==> config.mk <==
export PLATFORM = sky130hd
export DESIGN_NAME = deadline_timer
export DESIGN_NICKNAME = d
export VERILOG_FILES = /design/src/rtl/dtimer_pkg.sv /design/src/rtl/dt_rst_sync.sv /design/src/rtl/dt_regs.sv /design/src/rtl/dt_cmp.sv /design/src/rtl/dt_irq.sv /design/src/rtl/deadline_timer.sv
export SDC_FILE = /design/constraint.sdc
export NUM_CORES = 1
export LEC_CHECK = 0
export ABC_AREA = 1
export BUFFER_PORTS_ARGS = -buffer_cell sky130_fd_sc_hd__buf_2
export CORE_UTILIZATION = 50
export CTS_CLUSTER_DIAMETER = 40
export DETAILED_ROUTE_END_ITERATION = 8
export GPL_TIMING_DRIVEN = 0
export PLACE_DENSITY = 0.74
export SYNTH_ARGS = -nofsm -noshare
export SYNTH_HDL_FRONTEND = slang
export SYNTH_HIERARCHICAL = 1
export SYNTH_SLANG_ARGS = --single-unit
==> constraint.sdc <==
create_clock -name clk -period 2.2 [get_ports clk]
set_clock_uncertainty 0.05 [all_clocks]
set_input_delay 0.44 -clock clk [delete_from_list [all_inputs] [get_ports clk]]
set_output_delay 0.44 -clock clk [all_outputs]
set_load 0.01 [all_outputs]
==> src/rtl/dtimer_pkg.sv <==
package dtimer_pkg;
  localparam int unsigned ADDR_W        = 3;
  localparam int unsigned CTRL_EN_BIT   = 0;
  localparam int unsigned CTRL_MASK_BIT = 1;
  localparam int unsigned CTRL_STAT_BIT = 2;

  typedef enum logic [ADDR_W-1:0] {
    A_CTRL   = 3'd0,
    A_CMP_LO = 3'd1,
    A_CMP_HI = 3'd2,
    A_REL    = 3'd3,
    A_FREQ   = 3'd4
  } reg_addr_e;

  typedef struct packed {
    logic mask;
    logic en;
  } ctrl_t;
endpackage

==> src/rtl/dt_rst_sync.sv <==
module dt_rst_sync (
  input  logic clk,
  input  logic rst_n,
  output logic rst_n_sync
);
  logic [1:0] stage_q;

  always_ff @(posedge clk or negedge rst_n) begin
    if (!rst_n) stage_q <= 2'b00;
    else        stage_q <= {stage_q[0], 1'b1};
  end

  assign rst_n_sync = stage_q[1];
endmodule

==> src/rtl/dt_regs.sv <==
module dt_regs
  import dtimer_pkg::*;
#(
  parameter int unsigned CNT_W  = 64,
  parameter int unsigned DATA_W = 32
) (
  input  logic                  clk,
  input  logic                  rst_n,
  input  logic [CNT_W-1:0]      cnt_i,
  input  logic                  wr_en_i,
  input  logic [ADDR_W-1:0]     addr_i,
  input  logic [DATA_W-1:0]     wdata_i,
  output ctrl_t                 ctrl_q,
  output ctrl_t                 ctrl_d,
  output logic [CNT_W-1:0]      cmp_q,
  output logic [CNT_W-1:0]      cmp_d
);
  localparam int unsigned HI_W  = CNT_W - DATA_W;
  localparam int unsigned EXT_W = CNT_W - DATA_W;

  logic ctrl_ld;
  logic cmp_ld;
  logic [CNT_W-1:0] rel_target;

  // relative view: deadline = live counter + sign-extended offset
  assign rel_target = cnt_i + {{EXT_W{wdata_i[DATA_W-1]}}, wdata_i};

  always_comb begin
    ctrl_d  = ctrl_q;
    cmp_d   = cmp_q;
    ctrl_ld = 1'b0;
    cmp_ld  = 1'b0;
    if (wr_en_i) begin
      case (addr_i)
        A_CTRL: begin
          ctrl_d.en   = wdata_i[CTRL_EN_BIT];
          ctrl_d.mask = wdata_i[CTRL_MASK_BIT];
          ctrl_ld     = 1'b1;
        end
        A_CMP_LO: begin
          cmp_d[DATA_W-1:0] = wdata_i;
          cmp_ld            = 1'b1;
        end
        A_CMP_HI: begin
          cmp_d[CNT_W-1:DATA_W] = wdata_i[HI_W-1:0];
          cmp_ld                = 1'b1;
        end
        A_REL: begin
          cmp_d  = rel_target;
          cmp_ld = 1'b1;
        end
        default: begin
          ctrl_ld = 1'b0;
          cmp_ld  = 1'b0;
        end
      endcase
    end
  end

  always_ff @(posedge clk or negedge rst_n) begin
    if (!rst_n)       ctrl_q <= '0;
    else if (ctrl_ld) ctrl_q <= ctrl_d;
  end

  always_ff @(posedge clk or negedge rst_n) begin
    if (!rst_n)      cmp_q <= '0;
    else if (cmp_ld) cmp_q <= cmp_d;
  end
endmodule

==> src/rtl/dt_cmp.sv <==
module dt_cmp #(
  parameter int unsigned CNT_W = 64
) (
  input  logic             en_i,
  input  logic [CNT_W-1:0] cnt_i,
  input  logic [CNT_W-1:0] cmp_i,
  output logic             met_o
);
  assign met_o = en_i & (cnt_i >= cmp_i);
endmodule

==> src/rtl/dt_irq.sv <==
module dt_irq (
  input  logic clk,
  input  logic rst_n,
  input  logic met_i,
  input  logic mask_i,
  output logic irq_o
);
  logic irq_d;
  logic irq_q;

  assign irq_d = met_i & ~mask_i;

  always_ff @(posedge clk or negedge rst_n) begin
    if (!rst_n) irq_q <= 1'b0;
    else        irq_q <= irq_d;
  end

  assign irq_o = irq_q;
endmodule

==> src/rtl/deadline_timer.sv <==
module deadline_timer
  import dtimer_pkg::*;
#(
  parameter int unsigned CNT_W   = 64,
  parameter int unsigned DATA_W  = 32,
  parameter int unsigned FREQ_HZ = 1000000
) (
  input  logic              clk,
  input  logic              rst_n,
  input  logic [63:0]       cnt_i,
  input  logic              wr_en_i,
  input  logic [2:0]        addr_i,
  input  logic [31:0]       wdata_i,
  output logic [31:0]       rdata_o,
  output logic              irq_o
);
  localparam int unsigned NVIEW = 2;   // 0: live state, 1: post-write state
  localparam logic [DATA_W-1:0] FREQ_WORD = DATA_W'(FREQ_HZ);

  logic             rst_n_s;
  ctrl_t            ctrl_q;
  ctrl_t            ctrl_d;
  logic [CNT_W-1:0] cmp_q;
  logic [CNT_W-1:0] cmp_d;
  logic             status;
  logic             met_next;
  logic [DATA_W-1:0] rel_lo;

  logic             view_en  [NVIEW];
  logic [CNT_W-1:0] view_cmp [NVIEW];
  logic             view_met [NVIEW];

  dt_rst_sync u_rst (
    .clk        (clk),
    .rst_n      (rst_n),
    .rst_n_sync (rst_n_s)
  );

  dt_regs #(.CNT_W(CNT_W), .DATA_W(DATA_W)) u_regs (
    .clk     (clk),
    .rst_n   (rst_n_s),
    .cnt_i   (cnt_i),
    .wr_en_i (wr_en_i),
    .addr_i  (addr_i),
    .wdata_i (wdata_i),
    .ctrl_q  (ctrl_q),
    .ctrl_d  (ctrl_d),
    .cmp_q   (cmp_q),
    .cmp_d   (cmp_d)
  );

  assign view_en[0]  = ctrl_q.en;
  assign view_cmp[0] = cmp_q;
  assign view_en[1]  = ctrl_d.en;
  assign view_cmp[1] = cmp_d;

  for (genvar g = 0; g < NVIEW; g++) begin : g_cmp
    dt_cmp #(.CNT_W(CNT_W)) u_cmp (
      .en_i  (view_en[g]),
      .cnt_i (cnt_i),
      .cmp_i (view_cmp[g]),
      .met_o (view_met[g])
    );
  end

  assign status   = view_met[0];
  assign met_next = view_met[1];

  dt_irq u_irq (
    .clk    (clk),
    .rst_n  (rst_n_s),
    .met_i  (met_next),
    .mask_i (ctrl_d.mask),
    .irq_o  (irq_o)
  );

  // low word of the difference only needs the low words of both operands
  assign rel_lo = cmp_q[DATA_W-1:0] - cnt_i[DATA_W-1:0];

  always_comb begin
    rdata_o = '0;
    case (addr_i)
      A_CTRL: begin
        rdata_o[CTRL_EN_BIT]   = ctrl_q.en;
        rdata_o[CTRL_MASK_BIT] = ctrl_q.mask;
        rdata_o[CTRL_STAT_BIT] = status;
      end
      A_CMP_LO: rdata_o = cmp_q[DATA_W-1:0];
      A_CMP_HI: rdata_o = cmp_q[CNT_W-1:DATA_W];
      A_REL:    rdata_o = rel_lo;
      A_FREQ:   rdata_o = FREQ_WORD;
      default:  rdata_o = '0;
    endcase
  end
endmodule

=== Word level (Yosys, flattened, before mapping) ===
Cells that the tools add are included.

* Input bits: 102
* Output and inout bits: 33
* Bits in registers: 69
* Word-level logic and storage cells: 30

* Multiplexer cells: 11
* Add/subtract/negate cells: 2
* Reduce and logical (&&, ||, !) cells: 2
* Order comparisons: 2
* Eq/ne operators: 4
* Bitwise operators: 4

{| class="wikitable"
|+ Operators by type and width
! cell !! count
|-
| $ge A64 B64 Y1 || 2
|-
| $pmux W32 S2 || 2
|-
| $pmux W29 S4 || 1
|-
| $add A64 B64 Y64 || 1
|-
| $mux W64 || 1
|-
| $sub A32 B32 Y32 || 1
|-
| $pmux W3 S4 || 1
|-
| $eq A3 B2 Y1 const B || 2
|-
| $mux W1 || 4
|-
| $mux W2 || 2
|-
| $and A1 B1 Y1 || 3
|-
| $eq A3 B1 Y1 const B || 1
|-
| $eq A3 B3 Y1 const B || 1
|-
| $logic_not A3 Y1 || 1
|-
| $reduce_or A3 Y1 || 1
|-
| $not A1 Y1 || 1
|}

=== Depth between registers and ports, before layout ===
* Word-level depth: 6
* Mapped depth: 30
* Depth with buffers taken out: 30

=== Hierarchy ===
Netlist, hierarchy kept.

{| class="wikitable"
|+ Modules (own cells, without submodules)
! module !! cells an instance !! instances !! area each (sq um) !! seq. area each (sq um)
|-
| dt_regs || 1,750 || 1 || 9,369.0 || 1,651.6
|-
| dt_cmp || 282 || 2 || 1,705.4 || 0.0
|-
| deadline_timer || 675 || 1 || 3,250.6 || 0.0
|-
| dt_rst_sync || 3 || 1 || 53.8 || 50.0
|-
| dt_irq || 3 || 1 || 35.0 || 25.0
|}

=== Worst setup path after synthesis ===
OpenSTA, ideal clock, no wires.

* Kind: input-to-reg
* Start point: in cnt_i[0]
* End point: reg u_irq.irq_q, in the netlist u_irq/irq_o
* Required time: 2,081 ps
* Stages: 28
* Slack: -984 ps
* Data arrival time: 3,065 ps
* Buffers on the path: 0
* Library setup time: 69 ps
* Cell sequence: ha_1 > inv_1 > fa_1 > inv_1 > nand3_1 > nand2_1 > nand3_1 > nand3_1 > nand2_1 > nand2_1 > nand2_1 > nand3_1 > nand3_1 > nand2_1 > nand2_1 > nand2_1 > inv_1 > ha_1 > nand2_1 > nor2_2 > nand2_1 > nor3_2 > nand2_1 > nor2_1 > nand2_1 > a21oi_2 > inv_1 > nor2_2

* Cells in the longest elaborated chain, start to end: 6
* Elaborated cells on any way between the ends: 7
* Classes of those cells: 1 x add/sub; 1 x order compare; 3 x mux; 2 x bitwise

{| class="wikitable"
|+ RTL lines
! element !! line !! RTL
|-
| start, declared || deadline_timer.sv:10 || <nowiki>input logic [63:0] cnt_i,</nowiki>
|-
| $add A64 B64 Y64 || dt_regs.sv:26 || <nowiki>assign rel_target = cnt_i + {{EXT_W{wdata_i[DATA_W-1]}}, wdata_i};</nowiki>
|-
| $pmux W32 S2 || dt_regs.sv:34 || <nowiki>case (addr_i)</nowiki>
|-
| $mux W64 || dt_regs.sv:33 || <nowiki>if (wr_en_i) begin</nowiki>
|-
| via cmp_d[52] || deadline_timer.sv:24 || <nowiki>logic [CNT_W-1:0] cmp_d;</nowiki>
|-
| $ge A64 B64 Y1 || dt_cmp.sv:9 || <nowiki>assign met_o = en_i & (cnt_i >= cmp_i);</nowiki>
|-
| $and A1 B1 Y1 || dt_cmp.sv:9 ||
|-
| via met_next || deadline_timer.sv:26 || <nowiki>logic met_next;</nowiki>
|-
| $and A1 B1 Y1 || dt_irq.sv:11 || <nowiki>assign irq_d = met_i & ~mask_i;</nowiki>
|-
| via u_irq.irq_d || dt_irq.sv:8 || <nowiki>logic irq_d;</nowiki>
|-
| end signal, assigned || dt_irq.sv:15 || <nowiki>else irq_q <= irq_d;</nowiki>
|-
| end, declared || dt_irq.sv:9 || <nowiki>logic irq_q;</nowiki>
|}

The timed path passes the listed nets, and every way through them passes these cells.
A chain may end at the register's enable or synchronous reset.

=== Worst setup path in the final report ===
* Start point: in cnt_i[5]
* End point: reg u_irq.irq_q, in the netlist u_irq/irq_o

The elaborated chain is that of the path after synthesis.

==> results.md <==
* Status: finished with violations
* Failing checks: setup timing
* P&R area growth vs syn at 33.7%
* Kind of critical path: primary input to flop
* Clock Sinks at 69
* Pwr/cell area at 523 mW/mm^2
* CTS H-tree depth at 3
* Total track usage at 0.414
* Routed Antenna Nets at 0
* CTS Buffer Depth at 2
* Total Wirelength at 71300 um
* Worst EP arrival at 3.71 ns
* Setup slack after placement at -2.65 ns
* HP Class: flop to asynchronous set/reset pin
* CTS clk-pin slew, worst paths at 0.06 ns
* RSZ-0062 raised after global routing: yes
* Crit path from: cnt_i[5]
* Total gr overflow at 0
* Highest Clock Rate at 285 MHz
* Tmin final at 3.50 ns
* Startpoint types: primary input
* Vias/cell at 5.58
* Via count at 20400
* Core Region at 0.0316 mm^2
* Area contributors post-synth: nand2_1 (28%), ha_1 (17%), inv_1 (15%)
* Overall power at 11.3 mW
* Synth Cell Area at 0.0161 mm^2
* I/O pin total at 135
* Multi-input gate area at 0.0146 mm^2
* Yosys warning count at 6
* Async S/R FF share, synth at 1.00
* # nets final at 3566
* Worst slew pin tran at 1.18 ns
* Number of synthesized flops with an enable pin at 0
* Final Hold Fails at 0
* Root Buffer: clkbuf_16
* Setup-failing EPs final at 32
* Initial Util at 0.510
* Area leader, netlist: nand2_1
* CP Capture Type: flop
* Post-synth top area share at 0.284
* Synthesized Nets at 3321
* Port Buffer Count at 134
* Hpwl dp at 54300 um
* Number of remaining DRC errors at 0
* First-pass GRT wire length at 104000 um
* Worst hold margin at 0.215 ns
* TritonRoute pass-1 iters at 8
* Max-slew headroom at 0.204
* Post-synth top flop: dfrtp_1
* Num CTS Buffers at 9
* Max-cap violations at 0
* Avg Cell Area, Syn at 5.38 um^2
* Leak at 12.4 nW
* Cells after Synth at 2995
* Seq/Total Area, Yosys at 0.107
* Maximum vdd drop at 0.298 mV
* Die W at 182 um
* DIE HEIGHT at 182 um
* Latest clock arrival within the worst-skew pair at 0.37 ns
* Dpl cells at 3532
* Worst setup margin at -1.30 ns
* Commonest cells after routing, fill and taps aside: nand2_1 (1037), inv_1 (620), nand2_2 (142), ha_1 (133), buf_2 (125)
* CP required at 2.40 ns
* Period utilization at 1.59
* Number of global-route vias before repair at 19200
* #FFs+latches synth at 69
* Initial DRC Count at 1908
* Share of cells above drive strength 1 at 0.264
* GP Congestion at 1.02
* Worst-path fanout max at 5
* Fillcell total at 2882
* Avg WL per Cell at 19.6 um
* Total area of sequential cells at 0.00176 mm^2
* Commonest non-fill, non-tap cell in the layout: nand2_1
* RR Startpoint: u_regs/cmp_q[63]
* Pin count of the biggest net entering global routing at 43
* Initial antenna violation count at 2
* Max Slew Vio Count at 0
* CTS tree: yes
* Full die area at 0.0330 mm^2
* Netlist cell types at 45
* Rows at 65
* Post-route insts no fill at 3648
flip-flops by register name, indices dropped and copies added, names as in the netlist:
name / count
u_irq/irq_o: 1
u_regs/cmp_q: 64
u_regs/ctrl_q: 2
u_rst/stage_q: 2
path summary, 6_finish.rpt:
check | end | cells after the start | slack (ns)
max reg2reg | u_irq/irq_o | 15 | -0.74
max | u_irq/irq_o | 26 | -1.30
max in group asynchronous | u_regs/cmp_q[46] | 1 | 1.28
min in group clk | u_regs/ctrl_q[0] | 2 | 0.30
min | u_regs/cmp_q[26] | 0 | 0.21
min reg2reg | u_regs/cmp_q[26] | 0 | 0.21
area by class of cell:
type,count,area share
timing repair buffer,234,0.0794
clock buffer,9,0.0105
sequential,69,0.0815
buffer,35,0.00801
multi-input combinational,2230,0.678
inverter,661,0.116
antenna,2,0.000232
tap,402,0.0233
clock inverter,6,0.00302
where the power goes:
part | switching (mW) | total, mW | internal (mW)
clock network | 0.659 | 1.53 | 0.869
registers | 0.331 | 1.85 | 1.52
logic | 4.78 | 7.90 | 3.12
total | 5.77 | 11.3 | 5.51
through the flow:
stage	TNS, ns	instance area [um^2]	util
global route	-25.32	21500	0.681
detailed placement	-49.72	17400	0.549
CTS	-18.60	20700	0.655
global placement	-115.32	17300	0.548
finish	-22.83	21500	0.681
floorplan	-0.918	16200	-
repair_timing:
item                                    4_1_cts  5_1_grt
cloned                                        2        0
pin swaps                                   135       96
gates resized for setup                     519      179
endpoints found under the setup margin       69       46
hold endpoints to repair                      2        0
hold buffers                                  1        0
buffers inserted                             75       26
synthesized netlist by cell type (16+ instances only):
library cell / n
inv_1: 649
clkbuf_1: 19
o21ai_0: 32
nand2_1: 1220
nand2_2: 26
nor2_1: 188
or2_2: 26
nor2_2: 18
dfrtp_1: 69
a2bb2oi_1: 54
a21oi_1: 147
nand3_1: 163
ha_1: 222
nor3_2: 16
routing by layer:
| metal | up-vias | routed length, um | GRT usage |
|---|---|---|---|
| li1 | 9722 | - | - |
| met1 | 9308 | 28000 | 0.497 |
| met2 | 1046 | 32500 | 0.698 |
| met3 | 291 | 6190 | 0.0790 |
| met4 | 0 | 4670 | 0.222 |
| met5 | - | 0 | 0 |
cell families after synthesis:
| logic type | count (synthesis) | synth area share |
|---|---|---|
| simple gates | 1708 | 0.438 |
| buf+inv | 696 | 0.164 |
| compound gates | 292 | 0.113 |
| fa+ha+maj | 224 | 0.175 |
| flops | 69 | 0.107 |
| xor+xnor | 3 | 0.00163 |
| mux | 2 | 0.00140 |
| other cells | 1 | 0.000233 |
critical path: stages:
cell       delay [ns]
buf_2            0.16
ha_4             0.28
nand2_2          0.11
inv_1            0.08
a21oi_2          0.15
nand2_2          0.10
nand2_1          0.09
nand2_2          0.08
nand2_2          0.08
nand2_4          0.09
buf_4            0.17
a21boi_0         0.14
o21ai_1          0.13
a2bb2oi_1        0.16
inv_1            0.06
ha_1             0.28
a21oi_1          0.14
o21ai_0          0.12
nand2_1          0.07
nand3_1          0.11
nor2_1           0.22
nand2_2          0.15
nand2_1          0.12
a21oi_2          0.05
inv_1            0.07
nor2_2           0.04
(Power assumes the default switching activity.)
